[src/rtl/page_rd_pkg.sv]
`timescale 1ns/1ps
package page_rd_pkg;
  typedef enum logic {
    ST_IDLE   = 1'b0,
    ST_ACCESS = 1'b1
  } rd_state_e;
endpackage

[src/rtl/page_match.sv]
`timescale 1ns/1ps
module page_match #(
  parameter int ADDR_W = 26
) (
  input  logic              clk_i,
  input  logic              rst_ni,
  input  logic [1:0]        size_i,
  input  logic [ADDR_W-1:0] addr_i,
  input  logic              set_i,
  input  logic              clr_i,
  output logic              hit_o
);
  logic [ADDR_W-1:0] page_mask;
  logic [ADDR_W-1:0] page_q;
  logic              vld_q;

  always_comb page_mask = ~((ADDR_W'(1) << (3'd2 + 3'(size_i))) - ADDR_W'(1));

  always_ff @(posedge clk_i or negedge rst_ni) begin
    if (!rst_ni) begin
      vld_q  <= 1'b0;
      page_q <= '0;
    end else if (set_i) begin
      vld_q  <= 1'b1;
      page_q <= addr_i & page_mask;
    end else if (clr_i) begin
      vld_q  <= 1'b0;
    end
  end

  assign hit_o = vld_q && ((addr_i & page_mask) == page_q);

  AST_CLR_CLOSES_PAGE: assert property (@(posedge clk_i) disable iff (!rst_ni)
    (clr_i && !set_i) |=> !hit_o);
endmodule

[src/rtl/pulse_timer.sv]
`timescale 1ns/1ps
module pulse_timer #(
  parameter int CNT_W = 6
) (
  input  logic             clk_i,
  input  logic             rst_ni,
  input  logic             load_i,
  input  logic [CNT_W-1:0] val_i,
  output logic             last_o
);
  logic [CNT_W-1:0] cnt_q;

  always_ff @(posedge clk_i or negedge rst_ni) begin
    if (!rst_ni)               cnt_q <= '0;
    else if (load_i)           cnt_q <= (val_i == '0) ? CNT_W'(1) : val_i;
    else if (cnt_q != '0)      cnt_q <= cnt_q - CNT_W'(1);
  end

  assign last_o = (cnt_q == CNT_W'(1));

  AST_LOAD_NONZERO: assert property (@(posedge clk_i) disable iff (!rst_ni)
    load_i |=> (cnt_q != '0));
endmodule

[src/rtl/rd_capture.sv]
`timescale 1ns/1ps
module rd_capture #(
  parameter int DATA_W = 32
) (
  input  logic              clk_i,
  input  logic              rst_ni,
  input  logic              capture_i,
  input  logic [DATA_W-1:0] data_i,
  output logic [DATA_W-1:0] rdata_o,
  output logic              rvalid_o
);
  always_ff @(posedge clk_i or negedge rst_ni) begin
    if (!rst_ni) begin
      rdata_o  <= '0;
      rvalid_o <= 1'b0;
    end else begin
      rvalid_o <= capture_i;
      if (capture_i) rdata_o <= data_i;
    end
  end

  AST_VALID_FOLLOWS_END: assert property (@(posedge clk_i) disable iff (!rst_ni)
    capture_i |=> rvalid_o);
  AST_VALID_ONLY_ON_END: assert property (@(posedge clk_i) disable iff (!rst_ni)
    !capture_i |=> !rvalid_o);
endmodule

[src/rtl/page_rd_ctrl.sv]
`timescale 1ns/1ps
module page_rd_ctrl
  import page_rd_pkg::*;
#(
  parameter int ADDR_W = 26,
  parameter int DATA_W = 32,
  parameter int CNT_W  = 6
) (
  input  logic              clk_i,
  input  logic              rst_ni,
  input  logic              req_i,
  input  logic [ADDR_W-1:0] addr_i,
  output logic              rdy_o,
  input  logic              page_en_i,
  input  logic [1:0]        page_size_i,
  input  logic [1:0]        dev_width_i,
  input  logic [CNT_W-1:0]  first_pulse_i,
  input  logic [CNT_W-1:0]  next_pulse_i,
  output logic              mem_cs_no,
  output logic              mem_rd_no,
  output logic [ADDR_W-1:0] mem_addr_o,
  input  logic [DATA_W-1:0] mem_data_i,
  output logic [DATA_W-1:0] rdata_o,
  output logic              rvalid_o
);
  rd_state_e         state_q, state_d;
  logic [ADDR_W-1:0] addr_q;
  logic [ADDR_W-1:0] lane_mask;
  logic              strobe_nq;
  logic              tmr_last, tmr_load;
  logic [CNT_W-1:0]  tmr_val;
  logic              pm_hit, page_hit;
  logic              in_access, end_access;
  logic              accept_first, accept_next;

  // low address bits that select bytes inside one device word
  always_comb begin
    case (dev_width_i)
      2'd0:    lane_mask = '1;
      2'd1:    lane_mask = ~ADDR_W'(1);
      default: lane_mask = ~ADDR_W'(3);
    endcase
  end

  always_comb begin
    in_access    = (state_q == ST_ACCESS);
    end_access   = in_access && tmr_last;
    page_hit     = page_en_i && pm_hit;
    accept_first = (state_q == ST_IDLE) && req_i;
    accept_next  = end_access && req_i && page_hit;
    rdy_o        = (state_q == ST_IDLE) || (end_access && page_hit);
    tmr_load     = accept_first || accept_next;
    tmr_val      = accept_next ? next_pulse_i : first_pulse_i;
  end

  always_comb begin
    state_d = state_q;
    case (state_q)
      ST_IDLE:   if (req_i) state_d = ST_ACCESS;
      ST_ACCESS: if (tmr_last) state_d = accept_next ? ST_ACCESS : ST_IDLE;
      default:   state_d = ST_IDLE;
    endcase
  end

  always_ff @(posedge clk_i or negedge rst_ni) begin
    if (!rst_ni) begin
      state_q   <= ST_IDLE;
      strobe_nq <= 1'b1;
      addr_q    <= '0;
    end else begin
      state_q   <= state_d;
      strobe_nq <= (state_d != ST_ACCESS);
      if (tmr_load) addr_q <= addr_i & lane_mask;
    end
  end

  assign mem_cs_no  = strobe_nq;
  assign mem_rd_no  = strobe_nq;
  assign mem_addr_o = addr_q;

  page_match #(.ADDR_W(ADDR_W)) i_page_match (
    .clk_i  (clk_i),
    .rst_ni (rst_ni),
    .size_i (page_size_i),
    .addr_i (addr_i),
    .set_i  (accept_first),
    .clr_i  (end_access && !accept_next),
    .hit_o  (pm_hit)
  );

  pulse_timer #(.CNT_W(CNT_W)) i_pulse_timer (
    .clk_i  (clk_i),
    .rst_ni (rst_ni),
    .load_i (tmr_load),
    .val_i  (tmr_val),
    .last_o (tmr_last)
  );

  rd_capture #(.DATA_W(DATA_W)) i_rd_capture (
    .clk_i     (clk_i),
    .rst_ni    (rst_ni),
    .capture_i (end_access),
    .data_i    (mem_data_i),
    .rdata_o   (rdata_o),
    .rvalid_o  (rvalid_o)
  );

  AST_GAP_AFTER_END: assert property (@(posedge clk_i) disable iff (!rst_ni)
    (end_access && !accept_next) |=> (mem_cs_no && mem_rd_no));
  AST_BURST_HOLDS_LOW: assert property (@(posedge clk_i) disable iff (!rst_ni)
    accept_next |=> (!mem_cs_no && !mem_rd_no));
  AST_NO_BURST_WHEN_OFF: assert property (@(posedge clk_i) disable iff (!rst_ni)
    (!page_en_i && in_access) |-> !rdy_o);
  AST_ADDR_STABLE: assert property (@(posedge clk_i) disable iff (!rst_ni)
    (in_access && !tmr_last) |=> $stable(mem_addr_o));
  AST_LOW_STARTS_AFTER_ACCEPT: assert property (@(posedge clk_i) disable iff (!rst_ni)
    accept_first |=> !mem_cs_no);
endmodule

[config.mk]
export PLATFORM = sky130hd
export DESIGN_NAME = page_rd_ctrl
export DESIGN_NICKNAME = d
export VERILOG_FILES = /design/src/rtl/page_rd_pkg.sv /design/src/rtl/page_match.sv /design/src/rtl/pulse_timer.sv /design/src/rtl/rd_capture.sv /design/src/rtl/page_rd_ctrl.sv
export SDC_FILE = /design/constraint.sdc
export NUM_CORES = 1
export LEC_CHECK = 0
export BUFFER_PORTS_ARGS = -buffer_cell sky130_fd_sc_hd__buf_2
export CELL_PAD_IN_SITES_DETAIL_PLACEMENT = 0
export CELL_PAD_IN_SITES_GLOBAL_PLACEMENT = 1
export CORE_MARGIN = 4
export CORE_UTILIZATION = 44
export CTS_CLUSTER_DIAMETER = 60
export DETAILED_ROUTE_END_ITERATION = 16
export HOLD_SLACK_MARGIN = 0.02
export PLACE_DENSITY = 0.83
export REMOVE_ABC_BUFFERS = 1
export SLEW_MARGIN = 20
export SYNTH_ARGS = -nofsm -noshare
export SYNTH_HDL_FRONTEND = slang
export SYNTH_HIERARCHICAL = 1
export SYNTH_SLANG_ARGS = --single-unit
[constraint.sdc]
create_clock -name clk_i -period 7.64 [get_ports clk_i]
set_input_delay 1.528 -clock clk_i [delete_from_list [all_inputs] [get_ports clk_i]]
set_output_delay 1.528 -clock clk_i [all_outputs]
set_load 0.005 [all_outputs]
-- Word level (Yosys, flattened, before mapping)
Index checks and enable logic that the tools add are counted.
W data, S select, Z words.
- $add $sub $neg: 3
- equal/unequal tests: 3
- shift-type cells: 1
- multiplexer cells: 11
- bitwise logic cells: 5
- reduce and logical (&&, ||, !) cells: 16
- operators by type and width (operator ; number):
    $and A26 B26 Y26 ; 2
    $eq A26 B26 Y1 ; 1
    $not A26 Y26 ; 1
    $shl A1 B3 Y26 const A ; 1
    $sub A26 B2 Y26 const B ; 1
    $mux W6 ; 4
    $logic_and A1 B1 Y1 ; 8
    $eq A6 B1 Y1 const B ; 1
    $logic_not A6 Y1 ; 1
    $reduce_bool A6 Y1 ; 1
    $sub A6 B1 Y6 const B ; 1
    $mux W1 ; 5
    $pmux W2 S2 ; 1
    $reduce_bool A2 Y1 ; 2
    $add A2 B2 Y3 const A ; 1
    $eq A2 B1 Y1 const B ; 1
    $logic_not A2 Y1 ; 1
    $logic_or A1 B1 Y1 ; 2
    $not A1 Y1 ; 2
    $pmux W1 S2 ; 1
    $logic_not A1 Y1 ; 1
- flip-flop bits (word level): 94
- input bits: 78
- output and inout bits: 62
- logic and storage cells: 47

-- Longest topological paths before layout
- word-level depth: 13
- mapped depth: 11
- mapped depth without buffers: 10

-- Modules after synthesis
The synthesis kept the hierarchy.
- modules (own cells, without submodules) (module ; times used ; cells each ; area an instance (µm²) ; seq. area each (µm²)):
    rd_capture ; 1 ; 69 ; 1370.1 ; 825.8
    page_match ; 1 ; 111 ; 1367.6 ; 675.6
    page_rd_ctrl ; 1 ; 77 ; 1201.2 ; 701.9
    pulse_timer ; 1 ; 42 ; 430.4 ; 150.1

-- Worst setup path after synthesis
OpenSTA, ideal clock, no wires.
- kind: in2out
- start: in addr_i[18]
- end: out rdy_o
- data arrival time: 2659 ps
- data required time: 6112 ps
- slack: 3453 ps
- stages: 6
- buffers on the path: 0
- cells stage by stage: xor2_1 -> nor4_2 -> nand4_1 -> a2111oi_2 -> nand3_1 -> nand2_1
- cells in the longest elaborated chain, start to end: 6
- RTL lines (what ; RTL line ; RTL):
    from (decl) ; page_rd_ctrl.sv:12 ; input logic [ADDR_W-1:0] addr_i,
    $and A26 B26 Y26 ; page_match.sv:31 ; assign hit_o = vld_q && ((addr_i & page_mask) == page_q);
    $eq A26 B26 Y1 ; page_match.sv:31 ;
    $logic_and A1 B1 Y1 ; page_match.sv:31 ;
    net pm_hit ; page_rd_ctrl.sv:32 ; logic pm_hit, page_hit;
    $logic_and A1 B1 Y1 ; page_rd_ctrl.sv:48 ; page_hit = page_en_i && pm_hit;
    $logic_and A1 B1 Y1 ; page_rd_ctrl.sv:51 ; rdy_o = (state_q == ST_IDLE) || (end_access && page_hit);
    $logic_or A1 B1 Y1 ; page_rd_ctrl.sv:51 ;
    to (decl) ; page_rd_ctrl.sv:13 ; output logic rdy_o,
The timed path passes the listed nets, and every way through them passes these cells.

-- Final worst setup path
- start: in addr_i[14]
- end: out rdy_o
Same word-level chain as after synthesis.

==> results.yml <==
outcome:
  status: "finished clean"
worst_setup_path:
  crit_end: "rdy_o"
  critical_path_arrival_ps: 3180
  worstReg2RegEnd: "mem_addr_o[5]$_DFFE_PN0P_"
  reg2reg_depth: 8
  startpoint: "addr_i[14]"
  ff2ff_setup_slack_ps: 4490
  crit_type: "in -> out"
  end_kind: "primary output"
  cp_max_fo: 3
  required_ps: 6110
  startpoint_type: "input port"
  rr_startpoint: "i_page_match/page_q[14]$_DFFE_PN0P_"
drt:
  antenna_left: 0
  drt_pass1_iterations: 4
  drt_iter0_markers: 79
  num_vias: 2738
  drc: 0
  routedWlPerCell_um: 14.90
  drt-total-wl_um: 8599
  via_per_inst: 4.745
floorplan:
  die-area_mm2: 0.01159
  core_area_mm2: 0.009729
  initial_utilization_pct: 44.91
  rows: 36
  die_h_um: 107.7
  io_pins: 140
  die_width_um: 107.7
synth:
  yosysWarnings: 6
  ys.flop_type: "dfrtp_1"
  netlist-cell-type-count: 46
  synth_seq_cells: 94
  syn_area_per_cell_um2: 14.61
  syn_inst: 299
  synth-async-reset-ratio_pct: 100.0
  synth-edff-count: 0
  synth_seq_area_share_pct: 53.87
  syn-cell-area_mm2: 0.004369
timing:
  period_share_pct: 61.64
  finalHoldViolCount: 0
  fin_crit_ps: 4709
  finClkSkew_ps: 6.543
  setup_viol: 0
  setup_ws_ps: 2931
  tightest_slew_ps: 927.0
  slew_headroom_pct: 38.20
  drv_slew: 0
  rsz0062_at_grt: "no"
  setup_tns_ps: 0
  fmax_mhz: 212.3
run:
  drv_cap: 0
min_path:
  hold_path.class: "reg -> reg"
placed_design:
  dpl_cell_area_mm2: 0.005116
  gp_congestion: 0.7134
  hpwl_um: 6338
  pre_cts_ws_ps: 2903
  io_buffers: 139
cts:
  cts_sinks: 94
  cts.path.max_buffers: 2
  cts_max_level: 3
  cts_setup_buffers: 0
  root_buffer: "clkbuf_8"
  hold_buffers: 0
  clkTransAtPathRegs_ps: 80
  cts_inserted_buffers: 9
  insertion_delay_ps: 360
  cts_tree: "yes"
  ctsResizeCount: 0
global_route:
  grt-ovfl-total: 0
  grt_pass1_wl_um: 14060
  grt_pass1_vias: 2945
  grt_max_degree: 61
  grt_antenna_before_repair: 0
  grt_usage_pct: 15.65
finish:
  mostFrequentLayoutCell: "buf_2"
  multi_input_area_mm2: 0.001842
  area_delta_synth_final_pct: 21.85
  utilization_pct: 54.72
  layout_common_cells: "buf_2, dfrtp_1, mux2_2"
  drive_gt1_share_pct: 57.88
  antennaDiodeCount: 0
  regArea_mm2: 0.002354
  fin_nets: 520
  fill_cells: 886
  finalInstanceArea_mm2: 0.005324
power_and_ir_drop:
  ir_worst_vdd_mv: 0.1829
  power.density_mw_per_mm2: 365.1
  p_leak_nw: 2.577
==> where the power goes <==
part | switching (mW) | internal, mW
Sequential | 0.153 | 0.734
Clock | 0.170 | 0.169
Combinational | 0.275 | 0.442
Total | 0.598 | 1.35
==> synth_stat cells, types with 2 or more instances <==
| cell type | instances | share of area [%] |
|---|---|---|
| a21o_1 | 3 | 0.52 |
| a221oi_2 | 2 | 0.69 |
| a31oi_1 | 2 | 0.29 |
| buf_12 | 5 | 2.3 |
| buf_2 | 2 | 0.23 |
| buf_6 | 2 | 0.52 |
| clkbuf_1 | 2 | 0.17 |
| conb_1 | 2 | 0.17 |
| dfrtp_1 | 93 | 53 |
| ha_1 | 3 | 0.86 |
| inv_1 | 11 | 0.95 |
| mux2_2 | 52 | 13 |
| mux2_4 | 32 | 11 |
| nand2_1 | 5 | 0.43 |
| nand3_1 | 4 | 0.46 |
| nand3b_1 | 3 | 0.52 |
| nand4_1 | 2 | 0.29 |
| nor2_1 | 8 | 0.69 |
| nor2b_1 | 6 | 0.86 |
| nor4_1 | 2 | 0.29 |
| nor4_2 | 5 | 1.4 |
| o21ai_0 | 5 | 0.57 |
| o31ai_1 | 2 | 0.34 |
| xnor2_1 | 4 | 0.80 |
| xor2_1 | 21 | 4.2 |
==> cells by family (layout without fill, tap and decap cells) <==
logic type | count (synthesis) | after routing | share of synthesized area, %
xor gates and xnor gates | 25 | 25 | 5.011
buffers and inverters | 23 | 168 | 4.324
other | 2 | 2 | 0.1719
and+or+nand+nor | 44 | 44 | 6.730
AOI/OAI and AO/OA | 23 | 23 | 4.410
muxes | 85 | 85 | 24.63
adders and majority gates | 3 | 3 | 0.8592
DFF | 94 | 94 | 53.87
==> flip-flops by register name (all words and copies together) (netlist names) <==
| register | cells |
|---|---|
| i_page_match/page_q | 26 |
| i_rd_capture/rdata_o | 32 |
| in_access | 1 |
| i_rd_capture/rvalid_o | 1 |
| i_pulse_timer/cnt_q | 6 |
| mem_addr_o | 26 |
| mem_cs_no | 1 |
| i_page_match/vld_q | 1 |
==> area by class of cell <==
cell class	count	share of cell area [%]
sequential	94	44.21
multi-input combinational	182	34.59
timing repair buffer	141	13.40
tap	133	3.126
clock buffer	11	2.844
clock inverter	5	1.058
inverter	11	0.7756
==> how the worst min path moves through the flow <==
stage	depth (start not counted)	endpoint	slack, ps	from
after detailed placement	1	i_rd_capture/rdata_o[13]$_DFFE_PN0P_	490	i_rd_capture/rdata_o[13]$_DFFE_PN0P_
after global routing	1	i_page_match/vld_q$_DFFE_PN0P_	530	i_page_match/vld_q$_DFFE_PN0P_
after CTS	1	mem_addr_o[5]$_DFFE_PN0P_	510	mem_addr_o[5]$_DFFE_PN0P_
final	1	mem_addr_o[12]$_DFFE_PN0P_	510	mem_addr_o[12]$_DFFE_PN0P_
after global placement	1	i_page_match/vld_q$_DFFE_PN0P_	480	i_page_match/vld_q$_DFFE_PN0P_
after floorplan	1	i_page_match/vld_q$_DFFE_PN0P_	450	i_page_match/vld_q$_DFFE_PN0P_
==> per-stage QoR <==
stage | hold slack [ps] | power (mW) | cells
floorplan | 449.4 | 1.345 | 287
global placement | 481.2 | 1.597 | 561
detailed placement | 488.7 | 1.623 | 561
CTS | 510.1 | 1.976 | 577
global route | 529.1 | 2.085 | 577
finish | 505.1 | 1.944 | 577
==> worst max-delay path, cell delays in order <==
cell	delay, ps
buf_2	120
xor2_1	170
nor4_2	300
nand4_1	200
a2111oi_2	430
nand3_1	220
nand2_1	110
buf_2	110
==> per-layer routing <==
metal	track usage (%)	vias up	routed length, um
li1	-	1320	-
met1	19.48	1317	3785
met2	24.78	89	3961
met3	5.339	12	689
met4	6.763	0	162
met5	0	-	0
Power figures use the tool's default switching activity.
